`src/rtl/flyby_pkg.sv`:
```
package flyby_pkg;
  localparam int NUM_CS  = 5;
  localparam int CS_BOOT = 4;
  localparam int BANK_W  = 32;

  typedef enum logic [0:0] {ST_IDLE, ST_BURST} fsm_t;

  // Active-low select field: index 0..3 -> chip selects 0..3, index 4 -> boot.
  function automatic logic [NUM_CS-1:0] pick_sel(input logic [BANK_W-1:0] w);
    return {w[22], w[29], w[28], w[27], w[26]};
  endfunction

  function automatic logic single_low(input logic [NUM_CS-1:0] s);
    return ($countones(~s) == 1);
  endfunction
endpackage

```
`src/rtl/flyby_cs_sel.sv`:
```
module flyby_cs_sel
  import flyby_pkg::*;
#(
  parameter int NCH = 4
) (
  input  logic                          clk,
  input  logic                          rst,
  input  logic [NCH-1:0]                bank_we,
  input  logic [BANK_W-1:0]             bank_wdata,
  output logic [NCH-1:0][NUM_CS-1:0]    sel_n,
  output logic [NCH-1:0]                cfg_err
);
  localparam logic [NUM_CS-1:0] SEL_RST = {{(NUM_CS-1){1'b1}}, 1'b0};

  for (genvar g = 0; g < NCH; g++) begin : g_bank
    always_ff @(posedge clk) begin
      if (rst) begin
        sel_n[g] <= SEL_RST;
      end else if (bank_we[g]) begin
        sel_n[g] <= pick_sel(bank_wdata);
      end
    end

    assign cfg_err[g] = !single_low(sel_n[g]);

    // Right after a write, the error flag reflects the written word.
    assert_err_tracks_write_R3: assert property (@(posedge clk) disable iff (rst)
      bank_we[g] |=> (cfg_err[g] == ($countones(~pick_sel($past(bank_wdata))) != 1)));
  end
endmodule

```
`src/rtl/flyby_prio_arb.sv`:
```
module flyby_prio_arb #(
  parameter int NCH = 4,
  localparam int CH_W = (NCH > 1) ? $clog2(NCH) : 1
) (
  input  logic [NCH-1:0]  req,
  output logic            valid,
  output logic [CH_W-1:0] idx
);
  always_comb begin
    valid = |req;
    idx   = '0;
    for (int i = NCH - 1; i >= 0; i--) begin
      if (req[i]) idx = CH_W'(i);
    end
  end
endmodule

```
`src/rtl/flyby_req_window.sv`:
```
module flyby_req_window #(
  parameter int SHORT_WIN = 2,
  parameter int LONG_WIN  = 3,
  localparam int W_W = $clog2(LONG_WIN + 1)
) (
  input  logic clk,
  input  logic rst,
  input  logic start,
  input  logic long_sel,
  input  logic req,
  output logic busy,
  output logic late
);
  logic           active;
  logic           dropped;
  logic [W_W-1:0] cnt;
  logic [W_W-1:0] lim;

  always_ff @(posedge clk) begin
    if (rst) begin
      active  <= 1'b0;
      dropped <= 1'b0;
      cnt     <= '0;
      lim     <= '0;
    end else if (start) begin
      active  <= 1'b1;
      dropped <= 1'b0;
      cnt     <= W_W'(1);
      lim     <= long_sel ? W_W'(LONG_WIN) : W_W'(SHORT_WIN);
    end else if (active) begin
      dropped <= dropped | !req;
      if (cnt == lim) active <= 1'b0;
      else            cnt    <= cnt + 1'b1;
    end
  end

  assign late = active && (cnt == lim) && req && !dropped;
  assign busy = start || (active && (cnt != lim));

  assert_win_bound_R8: assert property (@(posedge clk) disable iff (rst)
    active |-> (cnt >= W_W'(1) && cnt <= lim));
  assert_win_closes_R8: assert property (@(posedge clk) disable iff (rst)
    (active && cnt == lim && !start) |=> !active);
endmodule

```
`src/rtl/flyby_chan_state.sv`:
```
module flyby_chan_state #(
  parameter int NCH         = 4,
  parameter int CNT_W       = 16,
  parameter int ADDR_W      = 32,
  parameter int BURST_BYTES = 32,
  localparam int CH_W = (NCH > 1) ? $clog2(NCH) : 1
) (
  input  logic                        clk,
  input  logic                        rst,
  input  logic [NCH-1:0]              start,
  input  logic [CNT_W-1:0]            start_count,
  input  logic [ADDR_W-1:0]           start_addr,
  input  logic                        upd_burst,
  input  logic                        upd_late,
  input  logic [CH_W-1:0]             upd_ch,
  output logic [NCH-1:0]              count_nz,
  output logic [NCH-1:0][ADDR_W-1:0]  addr,
  output logic [NCH-1:0]              done,
  output logic [NCH-1:0]              late_err
);
  localparam logic [CNT_W-1:0]  STEP_C = CNT_W'(BURST_BYTES);
  localparam logic [ADDR_W-1:0] STEP_A = ADDR_W'(BURST_BYTES);

  for (genvar g = 0; g < NCH; g++) begin : g_ch
    logic [CNT_W-1:0] cnt;
    logic             hit;

    assign hit = (upd_ch == CH_W'(g));

    always_ff @(posedge clk) begin
      if (rst) begin
        cnt         <= '0;
        addr[g]     <= '0;
        done[g]     <= 1'b0;
        late_err[g] <= 1'b0;
      end else if (start[g]) begin
        cnt         <= start_count;
        addr[g]     <= start_addr;
        done[g]     <= (start_count == '0);
        late_err[g] <= 1'b0;
      end else begin
        if (upd_burst && hit) begin
          if (cnt <= STEP_C) begin
            cnt     <= '0;
            done[g] <= 1'b1;
          end else begin
            cnt <= cnt - STEP_C;
          end
          addr[g] <= addr[g] + STEP_A;
        end
        if (upd_late && hit) late_err[g] <= 1'b1;
      end
    end

    assign count_nz[g] = |cnt;

    assert_done_means_empty_R7: assert property (@(posedge clk) disable iff (rst)
      done[g] |-> (cnt == '0));
    assert_late_sticky_R8: assert property (@(posedge clk) disable iff (rst)
      (late_err[g] && !start[g]) |=> late_err[g]);
  end
endmodule

```
`src/rtl/flyby_dma_ctrl.sv`:
```
module flyby_dma_ctrl
  import flyby_pkg::*;
#(
  parameter int NCH         = 4,
  parameter int ADDR_W      = 32,
  parameter int CNT_W       = 16,
  parameter int BURST_BYTES = 32,
  parameter int SHORT_WIN   = 2,
  parameter int LONG_WIN    = 3,
  localparam int CH_W = (NCH > 1) ? $clog2(NCH) : 1
) (
  input  logic                 clk,
  input  logic                 rst,
  input  logic [NCH-1:0]       ctl_flyby,
  input  logic [NCH-1:0]       ctl_dir,
  input  logic                 rcd_long,
  input  logic [NCH-1:0]       bank_we,
  input  logic [31:0]          bank_wdata,
  input  logic [NCH-1:0]       ch_start,
  input  logic [CNT_W-1:0]     start_count,
  input  logic [ADDR_W-1:0]    start_addr,
  input  logic [NCH-1:0]       dma_req,
  input  logic                 sd_burst_ack,
  output logic                 sd_burst_req,
  output logic [ADDR_W-1:0]    sd_addr,
  output logic                 sd_write,
  output logic                 cs_timing,
  output logic [4:0]           dev_cs_n,
  output logic                 dev_rd_wr_n,
  output logic [CH_W-1:0]      gnt_id,
  output logic [NCH-1:0]       ch_done,
  output logic [NCH-1:0]       cfg_err,
  output logic [NCH-1:0]       late_err
);
  fsm_t                       state;
  logic                       ack_seen;
  logic [NCH-1:0][NUM_CS-1:0] sel_n;
  logic [NCH-1:0]             count_nz;
  logic [NCH-1:0][ADDR_W-1:0] ch_addr;
  logic [NCH-1:0]             eligible;
  logic                       grant_v;
  logic [CH_W-1:0]            grant_idx;
  logic                       win_busy;
  logic                       win_late;
  logic                       ack_fire;

  flyby_cs_sel #(.NCH(NCH)) u_sel (
    .clk(clk), .rst(rst), .bank_we(bank_we), .bank_wdata(bank_wdata),
    .sel_n(sel_n), .cfg_err(cfg_err)
  );

  assign eligible = ctl_flyby & dma_req & count_nz & ~ch_done & ~late_err & ~cfg_err;

  flyby_prio_arb #(.NCH(NCH)) u_arb (
    .req(eligible), .valid(grant_v), .idx(grant_idx)
  );

  flyby_req_window #(.SHORT_WIN(SHORT_WIN), .LONG_WIN(LONG_WIN)) u_win (
    .clk(clk), .rst(rst), .start(cs_timing), .long_sel(rcd_long),
    .req(dma_req[gnt_id]), .busy(win_busy), .late(win_late)
  );

  assign ack_fire = (state == ST_BURST) && sd_burst_req && sd_burst_ack;

  flyby_chan_state #(
    .NCH(NCH), .CNT_W(CNT_W), .ADDR_W(ADDR_W), .BURST_BYTES(BURST_BYTES)
  ) u_chan (
    .clk(clk), .rst(rst), .start(ch_start), .start_count(start_count),
    .start_addr(start_addr), .upd_burst(ack_fire), .upd_late(win_late),
    .upd_ch(gnt_id), .count_nz(count_nz), .addr(ch_addr), .done(ch_done),
    .late_err(late_err)
  );

  always_ff @(posedge clk) begin
    if (rst) begin
      state        <= ST_IDLE;
      ack_seen     <= 1'b0;
      cs_timing    <= 1'b0;
      sd_burst_req <= 1'b0;
      sd_addr      <= '0;
      sd_write     <= 1'b0;
      dev_cs_n     <= '1;
      dev_rd_wr_n  <= 1'b1;
      gnt_id       <= '0;
    end else begin
      cs_timing <= 1'b0;
      case (state)
        ST_IDLE: begin
          if (grant_v) begin
            state        <= ST_BURST;
            ack_seen     <= 1'b0;
            cs_timing    <= 1'b1;
            sd_burst_req <= 1'b1;
            gnt_id       <= grant_idx;
            sd_addr      <= ch_addr[grant_idx];
            sd_write     <= ctl_dir[grant_idx];
            dev_rd_wr_n  <= ctl_dir[grant_idx];
            dev_cs_n     <= sel_n[grant_idx];
          end
        end
        ST_BURST: begin
          if (ack_fire) begin
            sd_burst_req <= 1'b0;
            ack_seen     <= 1'b1;
          end
          if ((ack_seen || ack_fire) && !win_busy) begin
            state       <= ST_IDLE;
            dev_cs_n    <= '1;
            dev_rd_wr_n <= 1'b1;
          end
        end
        default: state <= ST_IDLE;
      endcase
    end
  end

  assert_cs_single_R2: assert property (@(posedge clk) disable iff (rst)
    $onehot0(~dev_cs_n));
  assert_no_cfgerr_grant_R3: assert property (@(posedge clk) disable iff (rst)
    (state == ST_IDLE && grant_v) |-> !cfg_err[grant_idx]);
  assert_dir_stable_R4: assert property (@(posedge clk) disable iff (rst)
    (state == ST_BURST && !cs_timing) |-> $stable(dev_rd_wr_n));
  assert_no_late_grant_R9: assert property (@(posedge clk) disable iff (rst)
    (state == ST_IDLE && grant_v) |-> !late_err[grant_idx]);
  assert_strobe_single_R11: assert property (@(posedge clk) disable iff (rst)
    cs_timing |=> !cs_timing);
  assert_req_hold_R11: assert property (@(posedge clk) disable iff (rst)
    (sd_burst_req && !sd_burst_ack) |=> sd_burst_req);
  assert_idle_no_cs_R11: assert property (@(posedge clk) disable iff (rst)
    (state == ST_IDLE) |-> (dev_cs_n == '1 && !sd_burst_req));
endmodule

```
`config.mk`:
```
export PLATFORM = sky130hd
export DESIGN_NAME = flyby_dma_ctrl
export DESIGN_NICKNAME = d
export VERILOG_FILES = /design/src/rtl/flyby_pkg.sv /design/src/rtl/flyby_cs_sel.sv /design/src/rtl/flyby_prio_arb.sv /design/src/rtl/flyby_req_window.sv /design/src/rtl/flyby_chan_state.sv /design/src/rtl/flyby_dma_ctrl.sv
export SDC_FILE = /design/constraint.sdc
export NUM_CORES = 1
export LEC_CHECK = 0
export CAP_MARGIN = 40
export CORE_ASPECT_RATIO = 1.75
export CORE_UTILIZATION = 49
export DETAILED_ROUTE_END_ITERATION = 10
export DONT_BUFFER_PORTS = 1
export PLACE_DENSITY = 0.66
export SYNTH_ARGS = -nofsm -noshare
export SYNTH_HDL_FRONTEND = slang
export SYNTH_SLANG_ARGS = --single-unit
```
`constraint.sdc`:
```
create_clock -name clk -period 3.1 [get_ports clk]
set_input_delay 0.93 -clock clk [delete_from_list [all_inputs] [get_ports clk]]
set_output_delay 0.93 -clock clk [all_outputs]
set_load 0.01 [all_outputs]
```
# == Yosys cells after proc, flatten, opt, wreduce, memory -nomap -nowiden ==
# Index checks and enable logic that the tools add are counted.
# op_classes
order_cmp,6
n_eq_ne,13
bitwise_logic,15
muxes,66
addsub,25
reduce_logical,55
# ops
operator,count
$mux W32,9
$mux W16,12
$add A32 B1 Y32,4
$add A32 B32 Y32,4
$add A32 B6 Y32 const B,4
$eq A32 B2 Y1 const B,4
$bmux W32 S2,1
$le A16 B6 Y1 const B,4
$reduce_or A16 Y1,4
$sub A16 B6 Y16 const B,4
$mux W1,29
$and A4 B4 Y4,5
$not A5 Y5,4
$reduce_and A2 Y1,9
$reduce_bool A2 Y1,9
$add A1 B1 Y2,8
$logic_not A16 Y1,1
$logic_and A1 B1 Y1,15
$mux W5,3
$not A4 Y4,3
$reduce_or A2 Y1,6
$bmux W5 S2,1
$pmux W5 S2,1
$mux W2,4
16 further kinds,32
# totals
input_bits,104
ff_bits,271
wordCells,214

# == Depth between registers and ports, before layout ==
# Gate-level depths: netlist of run 1.
# depth
depth_word,16
ltp_mapped,14
mapped_depth_nobuf,12

# == Modules after synthesis ==
# A second synthesis of run 1 with hierarchy kept.
# unflattened
cells_unflattened,1574
hier_area_um2,14139.8
# modules_own_cells
module,instances,area_per_inst_um2,cells_each
flyby_chan_state,1,10236.1,1239
flyby_dma_ctrl,1,2572.5,193
flyby_cs_sel,1,1012.2,101
flyby_req_window,1,284.0,34
flyby_prio_arb,1,35.0,7

# == Least setup slack after synthesis of run 1 ==
# No wires, ideal clock.
# synth_timing
kind,flip-flop to flip-flop
from,register u_sel.sel_n[7] (netlist bit)
to,register sd_addr[0]
arrival_ns,3.034
required_ns,2.983
path_stages_with_launch,14
setup_slack_ns,-0.051
cell_sequence,dfxtp_1 inv_1 ha_1 fa_1 inv_1 fa_1 nand3_1 or4_1 a21o_1 buf_4 a41oi_4 nor2_4 buf_4 a32o_1
# synth_between
elab_chain_cells,12
elab_cells_between_ends,14
classes_between,add/sub: 3; eq/ne: 1; mux: 4; bitwise: 3; reduce/logical: 3
# synth_lines
element,line_no,rtl
from (decl),flyby_cs_sel.sv:10,"output logic [NCH-1:0][NUM_CS-1:0] sel_n,"
"from (signal, indexed assignment)",flyby_cs_sel.sv:20,sel_n[g] <= pick_sel(bank_wdata);
$not A5 Y5 *,flyby_pkg.sv:14,return ($countones(~s) == 1);
$add A1 B1 Y2 (implied by the code) *,flyby_pkg.sv:14,
$add A32 B32 Y32 (implied by the code) *,flyby_pkg.sv:14,
$add A32 B1 Y32 (implied by the code) *,flyby_pkg.sv:14,
$eq A32 B2 Y1 *,flyby_pkg.sv:14,
$logic_not A1 Y1 *,flyby_cs_sel.sv:24,assign cfg_err[g] = !single_low(sel_n[g]);
named net cfg_err[1],flyby_dma_ctrl.sv:32,"output logic [NCH-1:0] cfg_err,"
$not A4 Y4 *,flyby_dma_ctrl.sv:52,assign eligible = ctl_flyby & dma_req & count_nz & ~ch_done & ~late_err & ~cfg_err;
$and A4 B4 Y4 *,flyby_dma_ctrl.sv:52,
$mux W2 (2 in series),flyby_prio_arb.sv:13,if (req[i]) idx = CH_W'(i);
$bmux W32 S2,flyby_dma_ctrl.sv:95,sd_addr <= ch_addr[grant_idx];
$mux W32 (implied by the code),flyby_dma_ctrl.sv:95,
to (signal assigned),flyby_dma_ctrl.sv:95,
to (decl),flyby_dma_ctrl.sv:25,"output logic [ADDR_W-1:0] sd_addr,"
# The timed path passes the listed nets; every way through them passes the cells marked *. The select of a mux whose other input is x is not followed.
# A chain may end at the register's enable or synchronous reset.

# == Worst setup path after layout of run 1 ==
# layout_timing
from,register u_sel.sel_n[2] (netlist bit)
to,output port cfg_err[0]
# layout_between
elab_chain_cells,6
# layout_lines
element,line_no
$not A5 Y5,flyby_pkg.sv:14
$add A1 B1 Y2 (implied by the code),flyby_pkg.sv:14
$add A32 B32 Y32 (implied by the code),flyby_pkg.sv:14
$add A32 B1 Y32 (implied by the code),flyby_pkg.sv:14
$eq A32 B2 Y1,flyby_pkg.sv:14
$logic_not A1 Y1,flyby_cs_sel.sv:24
to (decl),flyby_dma_ctrl.sv:32
# Every way passes these cells.

==> summary.txt, run 1 <==
worst skew pair latency: 0.56 ns
total vias in the final route: 14169
Peak Freq: 308 MHz
vias in the first global route: 13809
total CTS buffers: 27
Rel. slew slack: 0.390
post-synthesis sequential area ratio: 0.371
drt drc: 0
DIE WIDTH: 133 um
Final setup viols: 40
Yosys cell types: 78
crit-path max FO: 2
initial antenna violation count: 0
Final Max Tran Viols: 0
Net Sw Frac: 0.300
fin util: 0.593
critical path, cell by cell: inv_2 > ha_4 > fa_2 > inv_2 > fa_1 > nand3_2 > buf_6 > buf_6
cell count after synthesis: 1842
CTS tree: built
All-Layer GR Usage: 0.310
CP Capture Type: output pin
WL final: 49.5 mm
Netlist Area Pre-Place: 14600 sq um
slowest stage cell, crit path: fa_1
Pleak: 0.00651 uW
ys async rst share: 0
MaxCap Viol Count: 0
main flop type after synthesis: dfxtp_1
Vias per Instance: 6.22
WS Path Type: flop to output pin
combinational share of power: 0.206
clock network power share: 0.363
internal power: 6610 uW
Mapped Nets: 1970
Longest Clk Path Bufs: 3
NetSw: 2840 uW
NumNets Final: 2002
Pre-Repair DR Iteration Count: 7
die area: 30600 sq um
clk sink count: 271
syn_area_per_cell: 7.94 sq um
total congestion overflow: 0
starting density of the core: 0.498
Yosys top cell area share: 0.371
fin crit share: 1.05
Worst Skew: 0.0158 ns
failing checks: negative setup slack
Avg WL per Cell: 21.7 um
Chip Height: 231 um
share of layout cells above drive strength 1: 0.163
post-route insts no fill: 2277
Routed Antenna Nets: 0
Ys Warns: 0
WP buf/inv: 4
EDFF count, synth: 0
Clock Pin Slew Worst Setup and Hold Paths: 0.06 ns
antenna fix cells: 0
RSZ-0062 raised after global routing: true
Peak VDD IR: 443 uV
worst path arrival time: 2.31 ns
CTS Hold Bufs: 0
I/O pins: 159
top cells by area, synth: dfxtp_1 (37%), nor2_1 (7.1%), nor3_1 (4.5%)
# rows: 83
crit start category: flop
Final HPWL DP: 33.8 mm
Levels on crit path: 8
CP Data Required Time: 2.17 ns
power per cell area: 542 nW/um^2
first-pass GRT wire length: 74.5 mm
DRT iter0 DRCs: 1223
CTS H-tree lvls: 1
Synth Register Bits: 271
actual slew at the worst max-slew pin: 0.907 ns
largest area contributor in the netlist: dfxtp_1
total power: 9440 uW
outcome: finished with violations
Final Worst Setup Slack: -0.142 ns
GP Congestion: 0.911
min cycle time layout: 3.24 ns
crit-path leading delay family: adder cells
largest net degree at the start of global routing: 206
min-delay worst type: primary input to flop
Worst Hold Path Cells: 1
hold_ws: 0.435 ns
Fin Setup TNS: -2.40 ns
max incr delay on CP: 0.41 ns
core area: 29400 sq um
Layout area overhead: 19.2%
Reg2Reg Depth: 15
I/O Buffers: 0
Seq pwr share: 0.431
Placed Cells: 2206
final hold vios: 0
clock root buffer: clkbuf_16
-- synth_stat cells, types with 16 or more instances --
cell      number
dfxtp_1      271
mux2i_1       48
ha_1          16
nand3_1       44
nor2_1       275
buf_2         20
o31ai_1       33
a211oi_1      53
a221oi_1      23
nor3_1       131
and3_1        21
nor4_1        30
o21ai_0       76
a21oi_1       85
inv_1         78
o211ai_1      21
xor2_1        46
nand2_1      172
xnor2_1       69
a32o_1        32
a22oi_1       32
clkbuf_1      81
nand4_1       36
-- area by class of cell --
class | instances | area, sq um
fillers | 2611 | 12000
flip-flops and latches | 271 | 5450
inverters | 81 | 317
clock inverters | 17 | 184
clock buffers | 33 | 728
repair buffers | 128 | 1410
multi-input cells | 1365 | 8870
well taps | 382 | 478
-- flip-flops by register name, indices dropped and copies added, names as in the netlist, 2 cells and up --
| register | flops |
|---|---|
| dev_cs_n | 5 |
| gnt_id | 2 |
| u_win.cnt | 2 |
| u_chan.late_err | 4 |
| u_chan.g_ch.cnt | 64 |
| sd_addr | 32 |
| u_win.lim | 2 |
| u_sel.sel_n | 20 |
| u_chan.done | 4 |
| u_chan.addr | 128 |
-- cell usage in the layout, fill, tap and decap left out, types with 9 or more instances in the layout --
cell | netlist | final
nor2_1 | 275 | 274
a31oi_1 | 9 | 9
o21ai_0 | 76 | 50
inv_1 | 78 | 58
xnor2_1 | 69 | 69
and4_1 | 9 | 9
xor2_1 | 46 | 46
clkbuf_16 | 0 | 32
dfxtp_1 | 271 | 255
a32o_1 | 32 | 32
mux2i_1 | 48 | 48
nand3_1 | 44 | 40
o21ai_1 | 2 | 26
inv_2 | 1 | 21
buf_12 | 0 | 18
buf_4 | 8 | 83
and3_1 | 21 | 21
a211oi_1 | 53 | 51
dfxtp_2 | 0 | 16
a22oi_1 | 32 | 31
nand4_1 | 36 | 36
buf_6 | 6 | 14
nor3_2 | 1 | 23
nor3_4 | 2 | 15
o211ai_1 | 21 | 21
a221oi_1 | 23 | 23
o31ai_1 | 33 | 32
or4_1 | 12 | 9
nand2_1 | 172 | 172
a21oi_1 | 85 | 84
nor4_1 | 30 | 28
nor3_1 | 131 | 96
-- timing repair --
item,CTS,global route
gates cloned,3,5
buffers inserted,8,12
gates resized for setup,114,68
endpoints found under the setup margin,46,45
pin swaps,23,30
-- layer usage --
metal | up-vias | share of wire | global-route usage
met5 | - | 0 | 0
met1 | 6762 | 0.35 | 0.311
li1 | 6622 | - | -
met3 | 195 | 0.061 | 0.0477
met4 | 0 | 0.071 | 0.209
met2 | 590 | 0.52 | 0.584
-- worst paths after layout --
kind	end	slack, ns	startpoint
min	u_sel.sel_n[0]	0.43	rst
max reg2reg	sd_addr[14]	-0.09	u_sel.sel_n[15]
max	cfg_err[0]	-0.14	u_sel.sel_n[2]
min reg2reg	ack_seen	0.49	ack_seen
-- through the flow --
step	setup WS, ns	instance area [sq um]
after global placement	-0.212	15500
after global routing	-0.208	17400
after detailed placement	-0.258	15500
after CTS	-0.147	17000
after floorplan	-0.00524	14600
final	-0.142	17400
-- kinds of logic after synthesis --
| group | share of synthesized area |
|---|---|
| xor+xnor | 0.0689 |
| flops | 0.371 |
| simple gates | 0.252 |
| buf+inv | 0.0610 |
| fa+ha+maj | 0.0246 |
| compound gates | 0.188 |
| mux | 0.0344 |
-- power by group through the flow --
stage,sequential (uW),combinational [uW],clock [uW]
finish,4070,1940,3430
global route,4110,2100,3600
CTS,4060,1800,3460
detailed placement,4130,1620,0
global placement,4120,1580,0
floorplan,4040,1160,0
No activity file was read; power rests on OpenSTA's default activity.
==> inputs of run 2 (changes only) <==
--- a/config.mk
+++ b/config.mk
@@ -7,6 +7,7 @@
 export LEC_CHECK = 0
 export CAP_MARGIN = 40
 export CORE_ASPECT_RATIO = 1.75
+export CORE_MARGIN = 2
 export CORE_UTILIZATION = 49
 export DETAILED_ROUTE_END_ITERATION = 10
 export DONT_BUFFER_PORTS = 1
==> summary.txt, run 2 (same netlist as run 1, synthesis figures left out) <==
min cycle time layout: 3.27 ns (was 3.24 ns)
r2r endpoint: sd_addr[24] (was sd_addr[14])
CTS H-tree lvls: 1 (unchanged)
I/O pins: 159 (unchanged)
Worst Skew: 0.0111 ns (was 0.0158 ns)
R2R Setup Slk: -0.09 ns (about the same)
CTS tree: built (unchanged)
most frequent cells in the layout: nor2_1 (275), dfxtp_1 (258), nand2_1 (172) (was nor2_1 (274), dfxtp_1 (255), nand2_1 (172))
critical path, cell by cell: inv_2 > ha_4 > fa_2 > inv_2 > fa_1 > nand3_2 > buf_6 > buf_6 (unchanged)
finished layout cell area: 17900 sq um (was 17400 sq um)
Peak Freq: 306 MHz (was 308 MHz)
DRT iter0 DRCs: 1268 (was 1223)
Reg with most FFs: u_chan.addr (unchanged)
Routed Antenna Nets: 0 (unchanged)
I/O Buffers: 0 (unchanged)
pre-CTS setup slack: -0.314 ns (was -0.258 ns)
antenna fix cells: 0 (unchanged)
fin crit share: 1.06 (was 1.05)
Chip Height: 233 um (was 231 um)
starting density of the core: 0.498 (unchanged)
Layout area overhead: 22.2% (was 19.2%)
All-Layer GR Usage: 0.317 (was 0.310)
Peak VDD IR: 477 uV (was 443 uV)
total vias in the final route: 14430 (was 14169)
register area: 5440 sq um (was 5450 sq um)
failing checks: negative setup slack (unchanged)
Worst Hold Path Cells: 1 (unchanged)
actual slew at the worst max-slew pin: 0.825 ns (was 0.907 ns)
WS Path Type: flop to output pin (unchanged)
Final setup viols: 41 (was 40)
uppermost layer routed: met4 (unchanged)
Rel. slew slack: 0.450 (was 0.390)
slowest stage cell, crit path: fa_1 (unchanged)
share of layout cells above drive strength 1: 0.178 (was 0.163)
placed cell area: 15500 sq um (about the same)
clock root buffer: clkbuf_16 (unchanged)
Reg2Reg Depth: 16 (was 15)
RSZ-0062 raised after global routing: true (unchanged)
worst hold start: rst (unchanged)
DIE WIDTH: 135 um (was 133 um)
outcome: finished with violations (unchanged)
crit-path max FO: 2 (unchanged)
core area: 29400 sq um (unchanged)
total congestion overflow: 0 (unchanged)
commonest non-fill, non-tap cell in the layout: nor2_1 (unchanged)
first-pass GRT wire length: 77.7 mm (was 74.5 mm)
crit start category: flop (unchanged)
DRT met1 WL: 18.2 mm (was 17.5 mm)
fin util: 0.608 (was 0.593)
Vias per Instance: 6.30 (was 6.22)
max incr delay on CP: 0.44 ns (was 0.41 ns)
CP Data Required Time: 2.17 ns (about the same)
vias in the first global route: 14148 (was 13809)
area of the multi-input gates: 8930 sq um (was 8870 sq um)
fill count: 2536 (was 2611)
MaxCap Viol Count: 0 (unchanged)
Final Worst Setup Slack: -0.171 ns (was -0.142 ns)
Met3 Wirelength: 3.29 mm (was 3.01 mm)
met2 WL: 26.5 mm (was 25.5 mm)
final hold vios: 0 (unchanged)
Pre-Repair DR Iteration Count: 6 (was 7)
CP Capture Type: output pin (unchanged)
Longest Clk Path Bufs: 3 (unchanged)
clk sink count: 271 (unchanged)
NumNets Final: 2016 (was 2002)
worst skew pair latency: 0.57 ns (was 0.56 ns)
Pleak: 0.00676 uW (was 0.00651 uW)
CTS Hold Bufs: 0 (unchanged)
WL final: 51.5 mm (was 49.5 mm)
total power: 10000 uW (was 9440 uW)
Avg WL per Cell: 22.5 um (was 21.7 um)
GP Congestion: 0.947 (was 0.911)
Worst Hold End: u_sel.sel_n[15] (was u_sel.sel_n[0])
Final HPWL DP: 34.3 mm (was 33.8 mm)
Clock Pin Slew Worst Setup and Hold Paths: 0.06 ns (about the same)
Critical R2R Launch: u_sel.sel_n[0] (was u_sel.sel_n[15])
max reg flops: 128 (unchanged)
drt drc: 0 (unchanged)
Final Max Tran Viols: 0 (unchanged)
power per cell area: 559 nW/um^2 (was 542 nW/um^2)
total CTS buffers: 28 (was 27)
# rows: 83 (unchanged)
largest net degree at the start of global routing: 206 (unchanged)
min-delay worst type: primary input to flop (unchanged)
worst path arrival time: 2.34 ns (was 2.31 ns)
die area: 31300 sq um (was 30600 sq um)
largest registers: u_chan.addr x128, u_chan.g_ch.cnt x64, sd_addr x32 (unchanged)
initial antenna violation count: 0 (unchanged)
-- run 2: cell types whose count changed in the layout (fill, tap and decap cells not counted), moves of 3 or more --
cell       delta
clkinv_2      -3
clkbuf_8      +4
nor3_1       -16
buf_12        +4
dfxtp_2       -3
buf_6        +10
bufinv_16     +3
nor3_2       +18
dfxtp_1       +3
-- run 2: critical path: cells and delay by family (launching register included) --
family | cells | cell delay [ns]
adder cells (fa/ha/maj) | 3 | 1.02
buffers and inverters | 4 | 0.30
flip-flops | 1 | 0.34
AND/OR/NAND/NOR | 1 | 0.13
-- run 2: layout make-up --
cell class,count,share of cell area
multi-input combinational,1364,0.499
sequential,271,0.304
timing repair buffer,142,0.0928
clock buffer,40,0.0468
tap,382,0.0267
inverter,81,0.0177
clock inverter,12,0.0122
-- run 2: stage by stage --
step | hold WS [ns] | std cells | TNS (ns)
6_report | 0.432 | 2292 | -2.16
5_1_grt | 0.424 | 2292 | -6.83
4_1_cts | 0.423 | 2278 | -5.49
3_5_place_dp | 0.467 | 2200 | -8.23
3_3_place_gp | 0.461 | 2197 | -18.66
2_1_floorplan | 0.454 | 1842 | -0.0496
-- run 2: layer usage --
layer | vias to the layer above | global-route usage
met5 | - | 0
met4 | 0 | 0.199
met2 | 594 | 0.590
met1 | 6976 | 0.324
met3 | 189 | 0.0525
li1 | 6671 | -
-- run 2: how the worst max path moves through the flow --
stage                              to  cells after the start  slack, ns             from
after floorplan            sd_addr[3]                     12     -0.005   u_sel.sel_n[7]
after global placement     sd_addr[7]                     12      -0.47   u_sel.sel_n[3]
after detailed placement  sd_addr[10]                     13      -0.31  u_sel.sel_n[12]
after CTS                  cfg_err[3]                      8      -0.23  u_sel.sel_n[18]
after global routing       cfg_err[3]                      8      -0.24  u_sel.sel_n[17]
final                      cfg_err[0]                      8      -0.17   u_sel.sel_n[0]
-- run 2: what timing repair did --
action	in CTS	in global routing
resized for setup	159	57
endpoints found under the setup margin	46	47
buffers inserted	20	14
pin swaps	59	25
gates cloned	8	5
-- run 2: power by group --
part           total (uW)  internal, uW  switching, uW  leakage, uW
sequential           4080          3750            333      0.00223
combinational        2050           989           1060      0.00401
clock                3870          2370           1490     0.000509
